==> config.mk <==
export PLATFORM = sky130hd
export DESIGN_NAME = frag_page_writer
export DESIGN_NICKNAME = d
export VERILOG_FILES = /design/src/rtl/frag_page_writer.sv
export SDC_FILE = /design/constraint.sdc
export NUM_CORES = 1
export LEC_CHECK = 0
export ABC_AREA = 1
export ABC_CLOCK_PERIOD_IN_PS = 6900
export BUFFER_PORTS_ARGS = -buffer_cell sky130_fd_sc_hd__clkbuf_2
export CORE_UTILIZATION = 50
export DETAILED_ROUTE_END_ITERATION = 8
export GPL_TIMING_DRIVEN = 0
export PLACE_DENSITY = 0.76
export RECOVER_POWER = 25
export SLEW_MARGIN = 20
export SYNTH_ARGS = -nofsm -noshare
export SYNTH_HDL_FRONTEND = slang
export SYNTH_SLANG_ARGS = --single-unit
==> constraint.sdc <==
create_clock -name clk -period 6.9 [get_ports clk]
set_input_delay 1.035 -clock clk [delete_from_list [all_inputs] [get_ports clk]]
set_output_delay 1.035 -clock clk [all_outputs]
set_load 0.005 [all_outputs]
==> src/rtl/frag_page_writer.sv <==
module frag_page_writer #(
  parameter int ADDR_W = 16,
  parameter int DATA_W = 32,
  parameter int LEN_W  = 8,
  parameter int CNT_W  = 6,
  parameter int ERR_W  = 8
) (
  input  logic              clk,
  input  logic              rst_n,
  input  logic              in_valid,
  input  logic              in_ctrl,
  input  logic [DATA_W-1:0] in_word,
  output logic              in_ready,
  output logic              mem_we,
  output logic [ADDR_W-1:0] mem_addr,
  output logic [DATA_W-1:0] mem_wdata,
  output logic              free_pop,
  input  logic [ADDR_W-1:0] free_base,
  input  logic [CNT_W-1:0]  free_count,
  output logic              used_push,
  output logic [ADDR_W-1:0] used_last_addr,
  output logic              used_first,
  output logic              used_last,
  input  logic [LEN_W-1:0]  cfg_page_len,
  input  logic [CNT_W-1:0]  cfg_xoff_thresh,
  input  logic              cfg_enable,
  output logic              xoff,
  output logic [ERR_W-1:0]  proto_err_cnt
);

  localparam logic [ERR_W-1:0] ERR_MAX = '1;

  logic              in_frag;
  logic              page_open;
  logic              cur_first;
  logic [ADDR_W-1:0] page_base;
  logic [LEN_W-1:0]  wcnt;

  wire is_data   = !in_ctrl;
  wire is_end    = in_ctrl && in_word[1];
  wire is_start  = in_ctrl && !in_word[1] && in_word[0];
  wire full      = wcnt >= cfg_page_len;
  wire need_page = in_frag && is_data && (!page_open || full);
  wire accept;
  wire [ADDR_W-1:0] tail_addr = page_base + ADDR_W'(wcnt) - ADDR_W'(1);

  assign in_ready = !(in_valid && need_page && (free_count == '0));
  assign accept   = in_valid && in_ready;
  assign free_pop = accept && need_page;

  always_ff @(posedge clk or negedge rst_n) begin
    if (!rst_n) begin
      xoff           <= 1'b1;
      in_frag        <= 1'b0;
      page_open      <= 1'b0;
      cur_first      <= 1'b0;
      page_base      <= '0;
      wcnt           <= '0;
      mem_we         <= 1'b0;
      mem_addr       <= '0;
      mem_wdata      <= '0;
      used_push      <= 1'b0;
      used_last_addr <= '0;
      used_first     <= 1'b0;
      used_last      <= 1'b0;
      proto_err_cnt  <= '0;
    end else begin
      xoff      <= !(cfg_enable && (free_count >= cfg_xoff_thresh));
      mem_we    <= 1'b0;
      used_push <= 1'b0;
      if (accept) begin
        if (is_data) begin
          if (!in_frag) begin
            if (proto_err_cnt != ERR_MAX) proto_err_cnt <= proto_err_cnt + ERR_W'(1);
          end else if (need_page) begin
            if (page_open) begin
              used_push      <= 1'b1;
              used_last_addr <= tail_addr;
              used_first     <= cur_first;
              used_last      <= 1'b0;
            end
            cur_first <= !page_open;
            page_open <= 1'b1;
            page_base <= free_base;
            wcnt      <= LEN_W'(1);
            mem_we    <= 1'b1;
            mem_addr  <= free_base;
            mem_wdata <= in_word;
          end else begin
            mem_we    <= 1'b1;
            mem_addr  <= page_base + ADDR_W'(wcnt);
            mem_wdata <= in_word;
            wcnt      <= wcnt + LEN_W'(1);
          end
        end else if (is_end || is_start) begin
          if (in_frag && page_open) begin
            used_push      <= 1'b1;
            used_last_addr <= tail_addr;
            used_first     <= cur_first;
            used_last      <= 1'b1;
          end
          page_open <= 1'b0;
          in_frag   <= is_start;
        end
      end
    end
  end

  assert_pop_then_write_R2: assert property (@(posedge clk) disable iff (!rst_n)
    free_pop |=> (mem_we && mem_addr == $past(free_base)));

  assert_write_in_page_R3: assert property (@(posedge clk) disable iff (!rst_n)
    mem_we |-> ((mem_addr - page_base) < ADDR_W'(cfg_page_len)));

  assert_last_closes_R4: assert property (@(posedge clk) disable iff (!rst_n)
    (used_push && used_last) |-> !page_open);

  assert_refused_idle_R6: assert property (@(posedge clk) disable iff (!rst_n)
    (in_valid && !in_ready) |=> (!mem_we && !used_push));

  assert_err_saturate_R7: assert property (@(posedge clk) disable iff (!rst_n)
    (proto_err_cnt == ERR_MAX) |=> (proto_err_cnt == ERR_MAX));

  assert_xoff_disabled_R8: assert property (@(posedge clk) disable iff (!rst_n)
    !$past(cfg_enable) |-> xoff);

endmodule

# --- Word level (Yosys, flattened, before mapping) ---
# Index checks and enable logic that the tools add are counted.
word_totals:
  reg_bits: 104
  input_bits: 73
  out_inout_bits: 79
  wordCells: 87
op_classes:
  add_sub_neg: 4
  order_cmp: 2
  n_eq_ne: 3
  mux: 34
  bitwise: 2
  reduce_logical: 28
op_table:
  columns: ["op", "n"]
  rows:
  - ["16-bit 2-to-1 mux", 7]
  - ["1-bit 2-to-1 mux", 26]
  - ["16-bit by 8-bit adder with 16-bit output", 1]
  - ["8-bit by 1-bit adder with 8-bit output, second input constant", 2]
  - ["16-bit by 1-bit subtractor with 16-bit output, second input constant", 1]
  - ["4-bit AND reduction", 3]
  - ["1-bit logical AND", 11]
  - ["8-bit >= comparator", 1]
  - ["8-bit 2-to-1 mux", 1]
  - ["8-bit inequality test, second input constant", 1]
  - ["6-bit >= comparator", 1]
  - ["6-bit logical NOT", 1]
  - ["3-bit AND reduction", 2]
  - ["6-bit AND reduction", 1]
  - ["2-bit nonzero test", 3]
  - ["1-bit logical NOT", 5]
  - ["2-bit by 1-bit inequality test with 1-bit output, second input constant", 2]
  - ["1-bit logical OR", 2]
  - ["1-bit inverter", 2]

# --- Logic depth before layout (Yosys ltp) ---
# Gate-level depths: netlist (run 1).
logic_depth:
  ltp_word: 8
  depth_mapped: 16
  ltp_nobuf: 16

# --- Worst setup path after synthesis (run 1) ---
# No wires, ideal clock.
synth_timing:
  kind: "in2out"
  startpoint: "input port cfg_page_len[7]"
  endpoint: "output port free_pop"
  arrival_time_ps: 2230
  slack_ps: 3635
  path_stages: 12
  path_buffers: 0
  path_cell_list: "inv_1 -> ha_1 -> nand2_1 -> inv_1 -> nor2_1 -> o21a_1 -> nand4_1 -> nand3_2 -> nand2_4 -> inv_2 -> nand2_1 -> inv_2"
synth_between:
  elab_chain_cells: 8
synth_lines:
  columns: ["item", "line_no", "source"]
  rows:
  - ["start: declaration", "24", "input logic [LEN_W-1:0] cfg_page_len,"]
  - ["8-bit >= comparator", "42", "wire full = wcnt >= cfg_page_len;"]
  - ["1-bit logical OR", "43", "wire need_page = in_frag && is_data && (!page_open || full);"]
  - ["1-bit logical AND", "43", null]
  - ["1-bit logical AND (2 in series)", "47", "assign in_ready = !(in_valid && need_page && (free_count == '0));"]
  - ["1-bit logical NOT", "47", null]
  - ["net in_ready", "13", "output logic in_ready,"]
  - ["1-bit logical AND", "48", "assign accept = in_valid && in_ready;"]
  - ["1-bit logical AND", "49", "assign free_pop = accept && need_page;"]
  - ["end: declaration", "17", "output logic free_pop,"]
# The timed path passes the listed nets, and every way through them passes these cells.

# --- Worst setup path after layout (run 1) ---
layout_timing:
  startpoint: "input port cfg_page_len[7]"
  endpoint: "output port free_pop"
layout_between:
  elab_chain_cells: 8
layout_lines:
  columns: ["item", "line_no"]
  rows:
  - ["8-bit >= comparator (*)", "42"]
  - ["1-bit logical OR (*)", "43"]
  - ["1-bit logical AND (*)", "43"]
  - ["1-bit logical AND (2 in series)", "47"]
  - ["1-bit logical NOT", "47"]
  - ["1-bit logical AND", "48"]
  - ["1-bit logical AND (*)", "49"]
# Mark *: on every way between the ends. The rest lies on a longest branch, timed or not.

==> impl_metrics.py, run 1 <==
metrics = {
    "layout": {
        "antennaDiodeCount": 0,
        "area_delta_synth_final_pct": 21.57,
        "design.final.nets": 1024,
        "final.fill_count": 1095,
        "multiInputGateArea_mm2": 0.002828,
        "layout-drive-gt1-share_pct": 24.73,
        "area.sequential_mm2": 0.002604,
    },
    "floorplan": {
        "design.core.area_mm2": 0.01142,
        "die_h_um": 110.1,
        "initial_core_util_pct": 51.16,
        "core_rows": 39,
        "dieArea_mm2": 0.01212,
        "die-width_um": 110.1,
        "io_pins": 152,
    },
    "critical_path": {
        "critical_path_required_ps": 5860,
        "worst_ep_arrival_time_ps": 2750,
        "setup.worst_path.start_class": "input pin",
        "endpoint_kind": "output port",
        "crit_buf_inv": 5,
        "critical_path.max_stage_delay_ps": 280,
        "timing.critical_path.max_delay_family": "simple AND/OR/NAND/NOR gates",
        "criticalPathCategory": "in -> out",
        "critical_path.cell_chain": "clkbuf_2 -> inv_1 -> ha_1 -> nand2_1 -> nor2_2 -> nand4_1 -> nand4_1 -> nand2_2 -> inv_2 -> nand2_1 -> inv_2 -> clkbuf_2",
        "cp_max_fo": 10,
        "cpMaxStageDelayCell": "sky130_fd_sc_hd__ha_1",
    },
    "detailed_routing": {
        "routed_wire_length_per_instance_um": 13.97,
        "via_count": 5446,
        "drt.antenna.violating_nets": 0,
        "initialDrtViolationCount": 380,
        "drtPass1Iterations": 5,
        "wl_um": 14990,
        "detail_route.drc_violations": 0,
        "average_via_count_per_standard_cell": 5.075,
    },
    "power_and_ir_drop": {
        "share_clk_of_total_power_pct": 19.9,
        "cell_internal_power_dissipation_uw": 1506,
        "power_density_mw_per_mm2": 364.1,
        "ir_drop_uv": 288.7,
        "power.combinational.fraction_pct": 42.3,
        "power_switching_share_pct": 41.77,
        "static-leakage-power_uw": 0.004023,
        "seq_power_share_pct": 37.9,
        "total_switching_power_uw": 1080,
    },
    "yosys": {
        "post_synth.cell_area_avg_um2": 7.666,
        "synth_seq_area_share_pct": 44.57,
        "yosys.cell_types.count": 34,
        "synth_seq_cells": 104,
        "syn_nets": 861,
        "ys_warn_count": 0,
        "synthesis.area_mm2": 0.005842,
        "post_synthesis_instance_total": 762,
    },
    "clocking": {
        "insertion_delay_ps": 360,
        "max-clock-path-buffers": 2,
        "number_of_hold_buffers_added_after_cts": 0,
        "clkSinkCount": 104,
        "setup_repair_bufs_after_cts": 0,
        "cts_buffers": 9,
        "cts.clk_slew.worst_paths_ps": 80,
        "htree_levels": 3,
        "cts_tree": "yes",
        "cts_root_buffer": "sky130_fd_sc_hd__clkbuf_16",
        "post_cts.resized_instances": 0,
    },
    "timing": {
        "timing.setup.tns_ps": 0,
        "timing.final.crit_share_pct": 54.78,
        "timing.final.hold_violations": 0,
        "rsz0062_at_grt": "no",
        "fin_crit_ps": 3780,
        "maxSlewHeadroom_pct": 24.91,
        "final.setup_skew_ps": 9.396,
        "achievable-frequency_ghz": 0.2645,
        "setup_violations": 0,
        "slew_of_the_pin_with_the_lowest_slew_margin_ps": 1126,
        "worst_hold_slack_after_final_layout_ps": 472.0,
        "final-max-slew-violation-count": 0,
    },
    "global_routing": {
        "global_route.usage.total_pct": 26.64,
        "via_count_of_the_first_global_routing_pass": 5174,
        "antenna_violations_before_repair": 0,
        "grt_start_max_net_pins": 88,
        "global_route_wire_length_before_repair_um": 24550,
        "grt.overflow.total": 0,
    },
    "place": {
        "portBuffers": 151,
        "hpwl_um": 11370,
        "gp_congestion": 0.9049,
    },
    "worst_hold_path": {
        "holdCritPathClass": "reg -> reg",
    },
    "outcome": {
        "run_status": "completed",
    },
    "job": {
        "max_cap_violations": 0,
    },
}
## worst reg2reg max path, delay by kind of cell, from the launching register on
kind | cells | cell delay, ps
AO/OA/AOI/OAI | 3 | 460
adder cells (fa/ha/maj) | 1 | 350
buffers and inverters | 2 | 650
flip-flops | 1 | 490
AND/OR/NAND/NOR | 5 | 540
## cell usage after synthesis
| library cell | n | area [um^2] |
|---|---|---|
| sky130_fd_sc_hd__nand4_1 | 15 | 93.84 |
| sky130_fd_sc_hd__nor2_4 | 7 | 78.83 |
| sky130_fd_sc_hd__fa_1 | 1 | 20.02 |
| sky130_fd_sc_hd__a21boi_0 | 2 | 15.01 |
| sky130_fd_sc_hd__nor2_1 | 24 | 90.09 |
| sky130_fd_sc_hd__nor2_2 | 5 | 31.28 |
| sky130_fd_sc_hd__and3_1 | 1 | 6.260 |
| sky130_fd_sc_hd__nand3_1 | 38 | 190.2 |
| sky130_fd_sc_hd__o21ai_0 | 38 | 190.2 |
| sky130_fd_sc_hd__inv_2 | 6 | 22.52 |
| sky130_fd_sc_hd__ha_1 | 25 | 312.8 |
| sky130_fd_sc_hd__buf_2 | 10 | 50.05 |
| sky130_fd_sc_hd__dfrtp_1 | 103 | 2577 |
| sky130_fd_sc_hd__nand2_4 | 3 | 33.78 |
| sky130_fd_sc_hd__xnor2_2 | 1 | 16.27 |
| sky130_fd_sc_hd__nor3_1 | 6 | 30.03 |
| sky130_fd_sc_hd__dfstp_2 | 1 | 26.28 |
| sky130_fd_sc_hd__xor2_1 | 11 | 96.34 |
| sky130_fd_sc_hd__nand4_2 | 1 | 12.51 |
| sky130_fd_sc_hd__buf_4 | 7 | 52.55 |
| sky130_fd_sc_hd__and2_1 | 2 | 12.51 |
| sky130_fd_sc_hd__nand2_1 | 325 | 1220 |
| sky130_fd_sc_hd__o22ai_1 | 8 | 50.05 |
| sky130_fd_sc_hd__o21ai_1 | 6 | 30.03 |
| sky130_fd_sc_hd__xnor2_1 | 7 | 61.31 |
| sky130_fd_sc_hd__or2_1 | 1 | 6.260 |
| sky130_fd_sc_hd__a21oi_1 | 7 | 35.03 |
| sky130_fd_sc_hd__o21a_1 | 3 | 22.52 |
| sky130_fd_sc_hd__nand3b_1 | 3 | 22.52 |
| sky130_fd_sc_hd__buf_6 | 1 | 11.26 |
| sky130_fd_sc_hd__inv_1 | 71 | 266.5 |
| sky130_fd_sc_hd__clkbuf_1 | 2 | 7.510 |
| sky130_fd_sc_hd__nand2_2 | 16 | 100.1 |
| sky130_fd_sc_hd__nand3_2 | 5 | 50.05 |
## metrics by stage
step                cells  area (um^2)  util, %  power, uW  setup slack [ps]
finish               1073         7102    62.20       2585              3120
global route         1073         7102    62.20       2804              3028
CTS                  1073         7112    62.28       2598              3183
detailed placement   1057         6813    59.66       2074              3192
global placement     1056         6777    59.35       2044              3176
floorplan             762         5842        -       1676              3635
## metal layers
layer / global-route usage [%] / vias to the layer above / share of wire (%)
met5: 0 / - / 0
met2: 42.23 / 214 / 45
met4: 9.774 / 0 / 2.6
li1: - / 2731 / -
met3: 7.584 / 33 / 7.6
met1: 34.73 / 2468 / 45
## final timing paths
path                                   start                end  slack [ps]  depth (start not counted)
max                          cfg_page_len[7]           free_pop        3120                         12
min                        used_last_addr[4]  used_last_addr[4]         470                          2
max reg2reg                          wcnt[1]        mem_addr[5]        4310                         11
min reg2reg                used_last_addr[4]  used_last_addr[4]         470                          2
max in group asynchronous              rst_n               xoff        5010                          2
min in group asynchronous              rst_n      page_base[10]         870                          1
## final cells by class
type / count / share of cell area, %
inverters: 77 / 4.070
multi-input cells: 561 / 39.82
flip-flops and latches: 104 / 36.66
clock buffers: 10 / 3.365
clock inverters: 6 / 0.8457
well taps: 143 / 2.519
plain buffers: 20 / 1.709
repair buffers: 152 / 11.01
## sequential cells by signal (all words and copies together), names as in the netlist
signal and flops:
mem_wdata 32, mem_addr 16, page_base 16, used_last_addr 16
proto_err_cnt 8, wcnt 8, cur_first 1, in_frag 1
mem_we 1, page_open 1, used_first 1, used_last 1
used_push 1, xoff 1
## cells by family after synthesis
kind of cell    Yosys count  share of synthesized area [%]
compound gates           64                          5.868
xor+xnor                 19                          2.977
fa+ha+maj                26                          5.697
buf+inv                  97                          7.025
flops                   104                          44.57
simple gates            452                          33.86
## cells in the final DEF (no fill, tap or decap), drive strengths merged
cell type,Yosys,layout
nand2,344,344
clkbuf,2,163
dfrtp,103,103
inv,77,81
o21ai,44,44
nand3,43,43
nor2,36,36
ha,25,25
buf,18,19
nand4,16,16
xor2,11,11
o22ai,8,8
xnor2,8,8
a21oi,7,7
nor3,6,6
o21a,3,3
nand3b,3,3
a21boi,2,2
and2,2,2
clkinv,0,2
or2,1,1
and3,1,1
fa,1,1
dfstp,1,1
## power by group through the flow
stage / Combinational (uW) / Clock, uW / Sequential [uW]
after CTS: 1100 / 523 / 975
final: 1090 / 513 / 979
after detailed placement: 1090 / 0 / 982
after floorplan: 709 / 0 / 967
after global placement: 1060 / 0 / 981
after global routing: 1250 / 544 / 1010
No activity file was read; power rests on OpenSTA's default activity.
==> inputs of run 2 (changes only) <==
ABC_AREA = 0   (was 1)
ABC_CLOCK_PERIOD_IN_PS = 3500   (was 6900)
PLACE_DENSITY = 0.77   (was 0.76)
clock period = 3.5 ns   (was 6.9 ns; I/O delays follow)
==> run 2 against run 1 <==
Effect of this change:
- the flow now finishes with violations (max-capacitance violations, max-slew violations)
- cell area shrank 5.7%
- clock power grew 37%
- synthesized cell count shrank 33%
- sequential cell count is the same
- area after synthesis shrank 4.7%
- setup slack lost 3000 ps
- cell count shrank 24%
- routed wire length shrank 16%
- hold slack lost 190 ps
- first-iteration DRC count shrank 38%
- critical path type is now reg -> out
- critical endpoint unchanged
- largest power group is now registers
==> impl_metrics.py, run 2 <==
metrics = {
    "outcome": {
        "run_status": "complete, but fails checks",
        "failed_checks": "max-capacitance violations, max-slew violations",
    },
    "layout": {
        "layout-drive-gt1-share_pct": 31.21,
        "antennaDiodeCount": 0,
        "mostFrequentLayoutCells": "sky130_fd_sc_hd__clkbuf_2 (148), sky130_fd_sc_hd__dfrtp_1 (102), sky130_fd_sc_hd__mux2_1 (47)",
        "fin_area_mm2": 0.006696,
        "top_register": "mem_wdata",
        "largest_reg_flops": 32,
        "final_core_utilization_pct": 61.77,
        "area_delta_synth_final_pct": 20.32,
        "design.final.nets": 770,
        "final_common_cell": "sky130_fd_sc_hd__clkbuf_2",
    },
    "detailed_routing": {
        "drt.antenna.violating_nets": 0,
        "wl_um": 12590,
        "average_via_count_per_standard_cell": 5.363,
        "via_count": 4376,
        "routed_wire_length_per_instance_um": 15.43,
        "initialDrtViolationCount": 236,
        "drtPass1Iterations": 4,
        "detail_route.drc_violations": 0,
    },
    "yosys": {
        "post_synth.cell_area_avg_um2": 10.91,
        "synthTopCellsByArea": "sky130_fd_sc_hd__dfrtp_1 (46%), sky130_fd_sc_hd__mux2_1 (9.5%), sky130_fd_sc_hd__ha_1 (5.6%)",
        "synth_largest_area_cell": "sky130_fd_sc_hd__dfrtp_1",
        "yosysMostFrequentCell": "sky130_fd_sc_hd__dfrtp_1",
        "post_synthesis_instance_total": 510,
        "synth_enable_flop_cells": 0,
        "ys_async_sr_fraction_pct": 100.0,
        "ys_dominant_reg_cell": "sky130_fd_sc_hd__dfrtp_1",
        "synth_seq_cells": 104,
        "synthesis.area_mm2": 0.005565,
        "synth_seq_area_share_pct": 46.79,
        "yosys.cell_types.count": 67,
        "syn_nets": 609,
        "yosysTopAreaCellShare_pct": 46.31,
        "synth.top_cells.by_count": "sky130_fd_sc_hd__dfrtp_1 (103), sky130_fd_sc_hd__mux2_1 (47), sky130_fd_sc_hd__nand2_1 (45)",
        "ys_warn_count": 0,
    },
    "timing": {
        "achievable-frequency_ghz": 0.2990,
        "timing.final.crit_share_pct": 95.57,
        "final.setup_skew_ps": 20.93,
        "fin_crit_ps": 3345,
        "timing.final.hold_violations": 0,
        "setup_violations": 0,
        "maxSlewHeadroom_pct": -17.91,
        "final-max-slew-violation-count": 31,
        "slew_of_the_pin_with_the_lowest_slew_margin_ps": 1769,
        "timing.setup.tns_ps": 0,
        "rsz0062_at_grt": "no",
    },
    "clocking": {
        "number_of_hold_buffers_added_after_cts": 0,
        "clkSinkCount": 104,
        "cts.clk_slew.worst_paths_ps": 110,
        "cts_buffers": 9,
        "htree_levels": 3,
        "post_cts.resized_instances": 0,
        "insertion_delay_ps": 380,
        "cts_root_buffer": "sky130_fd_sc_hd__clkbuf_8",
        "setup_repair_bufs_after_cts": 0,
        "max-clock-path-buffers": 2,
        "cts_tree": "yes",
    },
    "power_and_ir_drop": {
        "power_density_mw_per_mm2": 665.4,
        "static-leakage-power_uw": 0.003335,
        "ir_drop_uv": 293.6,
    },
    "global_routing": {
        "global_route_wire_length_before_repair_um": 20770,
        "grt_start_max_net_pins": 75,
        "antenna_violations_before_repair": 0,
        "grt.overflow.total": 0,
        "global_route.usage.total_pct": 23.22,
        "via_count_of_the_first_global_routing_pass": 4386,
    },
    "critical_path": {
        "critical_path.cell_chain": "inv_1 -> ha_1 -> nand2b_1 -> a2111o_1 -> and3_1 -> o21bai_4 -> nand4_4 -> buf_6 -> inv_2 -> clkbuf_2",
        "cpMaxStageDelayCell": "sky130_fd_sc_hd__dfrtp_2",
        "critical_path.max_stage_delay_ps": 440,
        "critical_path_required_ps": 2970,
        "endpoint_kind": "output port",
        "worst_ep_arrival_time_ps": 2820,
        "cp_max_fo": 10,
        "setup.worst_path.start_class": "flip-flop",
        "criticalPathCategory": "reg -> out",
    },
    "place": {
        "portBuffers": 149,
        "dpl-instance-area_mm2": 0.006523,
        "hpwl_um": 10220,
        "gp_congestion": 0.8456,
    },
    "floorplan": {
        "die_h_um": 107.5,
        "die-width_um": 107.5,
        "dieArea_mm2": 0.01156,
        "io_pins": 152,
        "core_rows": 38,
        "design.core.area_mm2": 0.01084,
        "initial_core_util_pct": 51.34,
    },
    "worst_hold_path": {
        "holdCritPathClass": "in -> reg",
    },
    "job": {
        "max_cap_violations": 1,
    },
}
-- run 2: cell count changes in the layout (fill, tap and decap cells not counted), moves of 16 or more --
cell	delta
sky130_fd_sc_hd__inv_1	-48
sky130_fd_sc_hd__mux2_1	+47
sky130_fd_sc_hd__nand2_1	-280
sky130_fd_sc_hd__nand2_2	-16
sky130_fd_sc_hd__nand3_1	-23
sky130_fd_sc_hd__o21ai_0	-30
sky130_fd_sc_hd__o21ai_1	+25
-- run 2: cells by family after synthesis --
kind of cell	synth area share, %
buf+inv	3.507
simple gates	14.46
flops	46.79
xor+xnor	4.586
mux	12.32
fa+ha+maj	5.980
compound gates	12.36
-- run 2: worst paths after layout --
kind / depth (start not counted) / slack [ps] / from / end
min reg2reg: 1 / 480 / mem_addr[2] / mem_addr[2]
max: 10 / 150 / wcnt[0] / free_pop
max in group asynchronous: 1 / 1740 / rst_n / wcnt[0]
max reg2reg: 9 / 350 / wcnt[0] / mem_addr[7]
min: 2 / 280 / cfg_enable / xoff
min in group asynchronous: 1 / 610 / rst_n / used_last_addr[11]
-- run 2: area by class of cell --
type,instances,area (um^2)
Fill cell,886,4144
Multi-Input combinational cell,364,2766
Sequential cell,104,2605
Timing Repair Buffer,150,772.0
Tap cell,140,175.2
Clock buffer,10,127.6
Buffer,16,101.3
Inverter,26,97.59
Clock inverter,6,51.30
-- run 2: per-stage QoR --
stage               cells  hold slack [ps]  setup slack [ps]  total power [uW]
floorplan             510            229.4             734.7              3069
global placement      799            456.6             249.5              3687
detailed placement    800            437.9             238.4              3785
CTS                   816            37.25             49.14              4477
global route          816            300.4             31.34              4802
finish                816            277.0             155.0              4456
-- run 2: report_power, final --
| part | internal, uW | total (uW) | switching, uW |
|---|---|---|---|
| combinational | 859 | 1810 | 948 |
| sequential | 1630 | 1950 | 312 |
| clock | 271 | 703 | 432 |
-- run 2: layer usage --
| layer | part of all wire (%) | vias to the layer above | GRT usage [%] | routed length, um |
|---|---|---|---|---|
| li1 | - | 2130 | - | - |
| met1 | 43 | 2077 | 29.70 | 5419 |
| met2 | 49 | 141 | 39.19 | 6168 |
| met3 | 5.1 | 28 | 3.692 | 638 |
| met4 | 2.9 | 0 | 9.393 | 366 |
| met5 | 0 | - | 0 | 0 |
-- run 2: worst max-delay path, delay by kind of cell, from the launching register on --
kind	cells	cell delay, ps
flops	1	440
compound gates	2	670
simple gates	3	610
buf+inv	4	470
fa+ha+maj	1	260
==> inputs of run 3 (changes only) <==
BUFFER_PORTS_ARGS = unset   (was -buffer_cell sky130_fd_sc_hd__clkbuf_2)
CORE_MARGIN = 2   (was unset)
DONT_BUFFER_PORTS = 1   (was unset)
PLACE_DENSITY = unset   (was 0.77)
TNS_END_PERCENT = 5   (was unset)
==> run 3 against run 2 <==
Effect of this change:
- the flow still finishes with violations (max-capacitance violations, max-slew violations)
- sequential power up 5%
- sequential share of layout area rose by 4.7 points
- hold slack got worse by 56 ps
- maximum frequency increased by 0.72%
- sequential cell count unchanged
- cell count down 18%
- power is 3.3% lower
- count of clock-buffer cells in the layout rose by 2
- routed wire length is 0.36% higher
- critical path type unchanged
- largest power group unchanged
==> impl_metrics.py, run 3 (synthesized netlist as in run 2, its figures left out) <==
metrics = {
    "power_and_ir_drop": {
        "cell_internal_power_dissipation_uw": 2691,
        "total_switching_power_uw": 1620,
        "power_switching_share_pct": 37.58,
        "power_density_mw_per_mm2": 722.1,
        "seq_power_share_pct": 47.3,
        "share_clk_of_total_power_pct": 19.6,
        "power.combinational.fraction_pct": 33.1,
        "static-leakage-power_uw": 0.002720,
        "ir_drop_uv": 282.7,
    },
    "timing": {
        "maxSlewHeadroom_pct": -68.88,
        "final.setup_skew_ps": 9.031,
        "timing.final.crit_share_pct": 94.89,
        "timing.setup.tns_ps": 0,
        "worst_hold_slack_after_final_layout_ps": 220.9,
        "fin_crit_ps": 3321,
        "rsz0062_at_grt": "no",
        "slew_of_the_pin_with_the_lowest_slew_margin_ps": 2533,
        "final-max-slew-violation-count": 105,
        "achievable-frequency_ghz": 0.3011,
        "timing.final.hold_violations": 0,
        "setup_violations": 0,
    },
    "global_routing": {
        "grt.overflow.total": 0,
        "via_count_of_the_first_global_routing_pass": 3839,
        "global_route.usage.total_pct": 22.16,
        "grt_start_max_net_pins": 105,
        "antenna_violations_before_repair": 0,
        "global_route_wire_length_before_repair_um": 20360,
    },
    "floorplan": {
        "initial_core_util_pct": 51.34,
        "design.core.area_mm2": 0.01084,
        "dieArea_mm2": 0.01199,
        "die-width_um": 109.5,
        "die_h_um": 109.5,
        "io_pins": 152,
        "core_rows": 38,
    },
    "clocking": {
        "cts_root_buffer": "sky130_fd_sc_hd__clkbuf_8",
        "htree_levels": 3,
        "insertion_delay_ps": 370,
        "cts_tree": "yes",
        "clkSinkCount": 104,
        "setup_repair_bufs_after_cts": 0,
        "cts_buffers": 9,
        "cts.clk_slew.worst_paths_ps": 100,
        "max-clock-path-buffers": 2,
    },
    "worst_hold_path": {
        "timing.hold.worst_path_depth": 1,
        "holdCritPathClass": "in -> reg",
        "timing.hold.worst.start": "cfg_enable",
        "min_to": "xoff",
    },
    "layout": {
        "multiInputGateArea_mm2": 0.002766,
        "area_delta_synth_final_pct": 7.262,
        "top_register": "mem_wdata",
        "layout-drive-gt1-share_pct": 11.76,
        "final_common_cell": "sky130_fd_sc_hd__dfrtp_1",
        "mostFrequentLayoutCells": "sky130_fd_sc_hd__dfrtp_1 (102), sky130_fd_sc_hd__mux2_1 (47), sky130_fd_sc_hd__nand2_1 (45)",
        "largest_reg_flops": 32,
        "final.fill_count": 969,
        "design.final.nets": 621,
        "antennaDiodeCount": 0,
        "area.sequential_mm2": 0.002605,
    },
    "detailed_routing": {
        "average_via_count_per_standard_cell": 5.696,
        "drtPass1Iterations": 4,
        "drt.antenna.violating_nets": 0,
        "initialDrtViolationCount": 173,
        "routed_wire_length_per_instance_um": 18.95,
        "detail_route.drc_violations": 0,
        "wl_um": 12640,
        "via_count": 3799,
    },
    "critical_path": {
        "critical_path.max_stage_delay_ps": 430,
        "timing.reg2reg.setup_slack_ps": 280,
        "cpMaxStageDelayCell": "sky130_fd_sc_hd__dfrtp_2",
        "worst_ep_arrival_time_ps": 2800,
        "critical_path.cell_chain": "inv_1 -> ha_1 -> nand2b_1 -> a2111o_1 -> and3_1 -> o21bai_4 -> nand4_4 -> buf_4 -> inv_2",
        "endpoint_kind": "output port",
        "reg2reg_to": "used_last_addr[13]",
        "timing.critical_path.max_delay_family": "compound AO/OA/AOI/OAI gates",
        "crit_buf_inv": 3,
        "critical_path_required_ps": 2970,
        "critical_path.reg2reg.startpoint": "wcnt[0]",
        "cp_max_fo": 10,
        "setup.worst_path.start_class": "flip-flop",
        "criticalPathCategory": "reg -> out",
        "timing.reg2reg.worst_path_depth": 9,
    },
    "place": {
        "portBuffers": 0,
        "hpwl_um": 9671,
        "gp_congestion": 0.8780,
    },
    "outcome": {
        "failed_checks": "max-capacitance violations, max-slew violations",
        "run_status": "complete, but fails checks",
    },
    "job": {
        "max_cap_violations": 1,
    },
}
==> run 3: metal layers <==
layer | global-route usage (%) | share of wire, % | vias up
met5 | 0 | 0 | -
met4 | 5.787 | 0.93 | 0
met3 | 7.232 | 8.3 | 10
met2 | 34.66 | 45 | 116
met1 | 29.75 | 45 | 1841
li1 | - | - | 1832
==> run 3: final cells by class <==
class	count	share of cell area [%]
Buffer	16	1.635
Clock buffer	12	2.431
Clock inverter	4	1.300
Inverter	26	1.635
Multi-Input combinational cell	364	46.34
Sequential cell	104	43.64
Tap cell	140	2.934
Timing Repair Buffer	1	0.08384
==> run 3: power groups by stage <==
| stage | clock network (uW) | logic [uW] | registers [uW] |
|---|---|---|---|
| 6_report | 844 | 1430 | 2040 |
| 5_1_grt | 905 | 1620 | 2110 |
| 4_1_cts | 861 | 1440 | 2050 |
| 3_5_place_dp | 0 | 1400 | 2080 |
| 3_3_place_gp | 0 | 1360 | 2060 |
| 2_1_floorplan | 0 | 1130 | 1940 |
==> run 3: worst reg2reg max path, stage by stage, from the launching register on <==
cell and delay, ps:
sky130_fd_sc_hd__dfrtp_2 460, sky130_fd_sc_hd__ha_1 250, sky130_fd_sc_hd__fa_1 430, sky130_fd_sc_hd__xnor2_1 460
sky130_fd_sc_hd__nand3_1 200, sky130_fd_sc_hd__a221o_1 360, sky130_fd_sc_hd__nor4_2 320, sky130_fd_sc_hd__o211ai_1 180
sky130_fd_sc_hd__xnor2_1 150, sky130_fd_sc_hd__mux2_1 300
==> run 3: timing repair <==
item | in CTS | in global routing
hold buffers | 1 | 0
hold endpoints to repair | 104 | 0
setup endpoints to repair | 0 | 1
resized for setup | 0 | 1
==> run 3: worst max-delay path by stage <==
stage	from	end	slack, ps	cells after the start
floorplan	cfg_page_len[0]	free_pop	730	8
finish	wcnt[0]	free_pop	180	9
global route	wcnt[0]	free_pop	20	9
CTS	wcnt[0]	free_pop	60	9
detailed placement	cfg_page_len[0]	mem_addr[2]	270	8
global placement	wcnt[0]	used_last_addr[13]	320	9
==> run 3: stage by stage <==
| stage | worst slack [ps] | cell area (um^2) | total power, uW | std cells | utilization [%] |
|---|---|---|---|---|---|
| 6_report | 179.0 | 5969 | 4311 | 667 | 55.07 |
| 3_5_place_dp | 274.3 | 5741 | 3476 | 650 | 52.95 |
| 2_1_floorplan | 734.7 | 5565 | 3069 | 510 | - |
| 4_1_cts | 62.26 | 5991 | 4347 | 667 | 55.26 |
| 3_3_place_gp | 316.8 | 5741 | 3419 | 650 | 52.95 |
| 5_1_grt | 19.37 | 5969 | 4636 | 667 | 55.07 |
